--- config.mk ---
export PLATFORM = sky130hd
export DESIGN_NAME = flow_seq
export DESIGN_NICKNAME = d
export VERILOG_FILES = /design/src/rtl/seq_pkg.sv /design/src/rtl/seq_cond_eval.sv /design/src/rtl/seq_flags.sv /design/src/rtl/seq_addr.sv /design/src/rtl/flow_seq.sv
export SDC_FILE = /design/constraint.sdc
export NUM_CORES = 1
export LEC_CHECK = 0
export ABC_AREA = 1
export BUFFER_PORTS_ARGS = -buffer_cell sky130_fd_sc_hd__clkbuf_2
export CAP_MARGIN = 5
export CELL_PAD_IN_SITES_DETAIL_PLACEMENT = 1
export CELL_PAD_IN_SITES_GLOBAL_PLACEMENT = 1
export CORE_MARGIN = 10
export CORE_UTILIZATION = 33
export CTS_CLUSTER_SIZE = 24
export DETAILED_ROUTE_END_ITERATION = 7
export PLACE_DENSITY_LB_ADDON = 0.1
export SKIP_CTS_REPAIR_TIMING = 1
export SLEW_MARGIN = 0
export SYNTH_ARGS = -nofsm -noshare
export SYNTH_HDL_FRONTEND = slang
export SYNTH_HIERARCHICAL = 1
export SYNTH_SLANG_ARGS = --single-unit
--- constraint.sdc ---
create_clock -name clk -period 2.1 [get_ports clk]
set_clock_uncertainty 0.1 [all_clocks]
set_input_delay 0 -clock clk [delete_from_list [all_inputs] [get_ports clk]]
set_output_delay 0 -clock clk [all_outputs]
set_load 0.02 [all_outputs]
--- src/rtl/seq_pkg.sv ---
package seq_pkg;
  localparam int unsigned ADDR_W = 14;
  localparam logic [ADDR_W-1:0] BOOT_VEC = 14'h3FFD;

  typedef enum logic [1:0] {
    COND_C_CLR = 2'd0,
    COND_C_SET = 2'd1,
    COND_Z_SET = 2'd2,
    COND_Z_CLR = 2'd3
  } cond_e;
endpackage

--- src/rtl/seq_cond_eval.sv ---
module seq_cond_eval
  import seq_pkg::*;
(
  input  logic       req,
  input  logic [1:0] sel,
  input  logic       z,
  input  logic       c,
  output logic       hit
);
  cond_e code;
  logic  pass;

  always_comb begin
    code = cond_e'(sel);
    unique case (code)
      COND_C_CLR: pass = ~c;
      COND_C_SET: pass = c;
      COND_Z_SET: pass = z;
      COND_Z_CLR: pass = ~z;
      default:    pass = 1'b0;
    endcase
    hit = req & pass;
  end
endmodule

--- src/rtl/seq_flags.sv ---
module seq_flags (
  input  logic clk,
  input  logic rst_n,
  input  logic alu_we,
  input  logic alu_z,
  input  logic alu_c,
  input  logic dbg_we,
  input  logic dbg_z,
  input  logic dbg_c,
  output logic z,
  output logic c
);
  always_ff @(posedge clk) begin
    if (!rst_n) begin
      z <= 1'b0;
      c <= 1'b0;
    end else if (dbg_we) begin
      z <= dbg_z;
      c <= dbg_c;
    end else if (alu_we) begin
      z <= alu_z;
      c <= alu_c;
    end
  end
endmodule

--- src/rtl/seq_addr.sv ---
module seq_addr #(
  parameter int unsigned AW = 14,
  parameter logic [AW-1:0] VEC = '1
) (
  input  logic          clk,
  input  logic          rst_n,
  input  logic          step,
  input  logic          load,
  input  logic [AW-1:0] load_addr,
  input  logic          save,
  input  logic [AW-1:0] save_addr,
  output logic [AW-1:0] pc_q,
  output logic [AW-1:0] shadow_q
);
  localparam logic [AW-1:0] ONE = AW'(1);

  always_ff @(posedge clk) begin
    if (!rst_n) begin
      pc_q     <= VEC;
      shadow_q <= VEC;
    end else begin
      if (load)      pc_q <= load_addr;
      else if (step) pc_q <= pc_q + ONE;
      if (save)      shadow_q <= save_addr;
    end
  end
endmodule

--- src/rtl/flow_seq.sv ---
module flow_seq
  import seq_pkg::*;
#(
  parameter int unsigned AW = ADDR_W,
  parameter logic [AW-1:0] RST_VEC = BOOT_VEC
) (
  input  logic          clk,
  input  logic          rst_n,
  input  logic          fetch_adv,
  input  logic          jmp_go,
  input  logic [AW-1:0] jmp_dest,
  input  logic          call_go,
  input  logic [AW-1:0] call_dest,
  input  logic          ret_go,
  input  logic          br_go,
  input  logic [1:0]    br_cond,
  input  logic [AW-1:0] br_dest,
  input  logic          alu_flag_we,
  input  logic          alu_z,
  input  logic          alu_c,
  input  logic          dbg_flag_we,
  input  logic          dbg_z,
  input  logic          dbg_c,
  output logic [AW-1:0] pc,
  output logic [AW-1:0] ret_addr,
  output logic          flag_z,
  output logic          flag_c,
  output logic          br_hit
);
  logic          reload;
  logic [AW-1:0] next_addr;
  logic          keep_ret;
  logic [AW-1:0] link_addr;

  seq_cond_eval u_cond (
    .req (br_go),
    .sel (br_cond),
    .z   (flag_z),
    .c   (flag_c),
    .hit (br_hit)
  );

  seq_flags u_flags (
    .clk    (clk),
    .rst_n  (rst_n),
    .alu_we (alu_flag_we),
    .alu_z  (alu_z),
    .alu_c  (alu_c),
    .dbg_we (dbg_flag_we),
    .dbg_z  (dbg_z),
    .dbg_c  (dbg_c),
    .z      (flag_z),
    .c      (flag_c)
  );

  // Priority: return, call, jump, taken branch
  always_comb begin
    reload    = ret_go | call_go | jmp_go | br_hit;
    next_addr = br_dest;
    if (ret_go)       next_addr = ret_addr;
    else if (call_go) next_addr = call_dest;
    else if (jmp_go)  next_addr = jmp_dest;
    keep_ret  = call_go & ~ret_go;
    link_addr = pc + {{(AW-1){1'b0}}, fetch_adv};
  end

  seq_addr #(.AW(AW), .VEC(RST_VEC)) u_addr (
    .clk       (clk),
    .rst_n     (rst_n),
    .step      (fetch_adv),
    .load      (reload),
    .load_addr (next_addr),
    .save      (keep_ret),
    .save_addr (link_addr),
    .pc_q      (pc),
    .shadow_q  (ret_addr)
  );
endmodule

==> results.json <==
{
  "run_status": "finished, violations left",
  "violations": "hold timing",
  "ios": 88,
  "postRouteAntennaNets": 0,
  "start_kind": "flip-flop",
  "drc": 0,
  "hold_viol": 3,
  "period_needed_ns": 1.83,
  "max_cap_viol_count": 0,
  "drt_pass1_iterations": 4,
  "viasPerCell": 4.94,
  "cts_tree": "yes",
  "cp-end-kind": "flip-flop",
  "initial_core_util_pct": 34.1,
  "die_area_mm2": 0.0108,
  "synthTopCellsByArea": "dfxtp_1 26%, nand2_1 21%, nand3_1 9.0%",
  "min_period_over_period_pct": 87.0,
  "tns_ns": 0,
  "yosys.area.top_type": "dfxtp_1",
  "globalplace.congestion": 0.799,
  "fp.dieW_um": 104,
  "avgSynthCellArea_um2": 6.23,
  "syn_inst": 374,
  "vias": 2768,
  "syn_area_mm2": 0.00233,
  "cp.required_ns": 2.20,
  "path_class": "flip-flop to flip-flop",
  "insertion_delay_ns": 0.28,
  "worst_slew_pin_slew_ns": 0.543,
  "fmaxAchievable_mhz": 548,
  "hold_class": "input pin to flip-flop",
  "port_buffers": 87,
  "cts_root_buffer": "clkbuf_8",
  "relSlewSlack_pct": 63.8,
  "yosysUniqueCellTypes": 29,
  "drt_iter0_drc": 113,
  "leakagePower_uw": 0.00158,
  "cts.sinks": 30,
  "ys_ff_latch": 30,
  "area_growth_pct": 25.5,
  "synth_top_area_share_pct": 25.8,
  "holdWs_ns": -0.0431,
  "h-tree-depth": 2,
  "cts_made_buffers": 5,
  "dp_hpwl_um": 7290,
  "grt.total_usage_pct": 15.9,
  "ys_seq_area_share_pct": 25.8,
  "synth_nets": 434,
  "grt_pass1_wl_um": 14500,
  "routed_wl_um": 8860,
  "critical_path_arrival_ns": 1.93,
  "maxSlewViolCount": 0,
  "overflow": 0,
  "finalSetupViolCount": 0,
  "coreArea_mm2": 0.00683,
  "grt_pass1_vias": 2757,
  "row_count": 30,
  "chipHeight_um": 104,
  "clk_pin_slew_ns": 0.07,
  "drive_gt1_share_pct": 28.7,
  "crit_fanout": 11,
  "finalNetCount": 524,
  "max-vdd-ir-drop_mv": 0.208,
  "cts_max_path_buffers": 2,
  "grt_setup_unrepaired": "no",
  "ys_warn_count": 6,
  "n_antenna_cell": 0,
  "power.density_mw_per_mm2": 575,
  "grt_antenna_before_repair": 0,
  "post_drt_wl_per_cell_um": 15.8,
  "grt_max_degree": 29
}
==> logic make-up (layout without fill, tap and decap cells) <==
family	count (synthesis)	in the layout	synth area share, %
AOI/OAI and AO/OA	55	55	14.2
xor gates and xnor gates	8	8	3.01
adders and majority gates	3	3	1.61
buffers and inverters	45	135	10.2
DFF	30	30	25.8
and+or+nand+nor	233	233	45.2
==> sequential cells by signal, summed over array words and instances, names as in the netlist <==
signal           flops
u_addr/pc_q         14
u_flags/z            1
u_addr/shadow_q     14
u_flags/c            1
==> cells in the final DEF (no fill, tap or decap) <==
cell type,count
a21oi_1,16
buf_4,8
clkbuf_2,87
clkbuf_8,5
clkinv_1,1
clkinv_2,2
dfxtp_1,30
dlygate4sd3_1,2
ha_1,3
inv_1,25
inv_2,5
nand2_1,132
nand2_2,4
nand3_1,42
nand3_2,3
nand4_1,8
nor2_1,27
nor2_2,6
nor2_4,4
nor2_8,1
o211ai_1,5
o211ai_2,3
o21ai_0,15
o21ai_1,8
o21bai_1,8
or2_1,1
or2_2,5
xnor2_1,4
xor2_1,4
==> per-stage QoR <==
| step | total power, uW | utilization (%) | setup slack [ns] | instances | area [um^2] |
|---|---|---|---|---|---|
| after floorplan | 1040 | - | 0.338 | 374 | 2330 |
| after global placement | 1240 | 41.3 | 0.341 | 551 | 2820 |
| after detailed placement | 1250 | 41.3 | 0.311 | 551 | 2820 |
| after CTS | 1700 | 42.5 | 0.285 | 558 | 2900 |
| after global routing | 1800 | 42.8 | 0.0665 | 560 | 2920 |
| final | 1680 | 42.8 | 0.274 | 560 | 2920 |
==> synth_stat cells, drive strengths merged <==
library cell	instances
nand2	136
clkinv	1
ha	3
nand3	45
or2	6
a21oi	16
buf	11
nand4	8
o21ai	23
o211ai	8
xor2	4
inv	30
xnor2	4
clkbuf	3
nor2	38
o21bai	8
dfxtp	30
==> routing by layer <==
layer,share of wire (%),vias up,global-route usage (%)
li1,-,1394,-
met1,49,1295,21.6
met2,45,75,25.1
met3,5.3,4,3.59
met4,0.50,0,2.68
met5,0,-,0
==> report_power, final <==
| group | internal, uW | leakage (uW) | switching [uW] |
|---|---|---|---|
| combinational | 204 | 0.00129 | 353 |
| sequential | 615 | 0.000249 | 66.9 |
| clock | 222 | 0.0000438 | 221 |
==> critical path, cell delays in order, from the launching register on <==
cell and delay [ns]:
dfxtp_1 0.35, inv_1 0.05, nand2_1 0.08, nand3_1 0.07
nand2_1 0.08, nor2_2 0.04, nor2_1 0.09, nand2_1 0.15
inv_2 0.08, nand2_2 0.06, inv_1 0.30, nand2_1 0.11
o21ai_1 0.19
==> layout make-up <==
class                      instances  area, um^2
inverter                          31         116
timing repair buffer              97         515
multi-input combinational        299        1490
tap                               96         120
clock buffer                       5        68.8
sequential                        30         601
clock inverter                     2        10.0
fill                             988        3910
==> worst paths after layout <==
| path | to | cells past startpoint | slack [ns] | start |
|---|---|---|---|---|
| worst min-delay path | u_flags/c | 5 | -0.04 | alu_c |
| worst max register to register | u_addr/pc_q[8] | 12 | 0.27 | u_flags/c |
| worst min register to register | u_addr/shadow_q[9] | 2 | 0.38 | u_addr/shadow_q[9] |
| worst max-delay path | u_addr/pc_q[8] | 12 | 0.27 | u_flags/c |
Power figures use the tool's default switching activity.
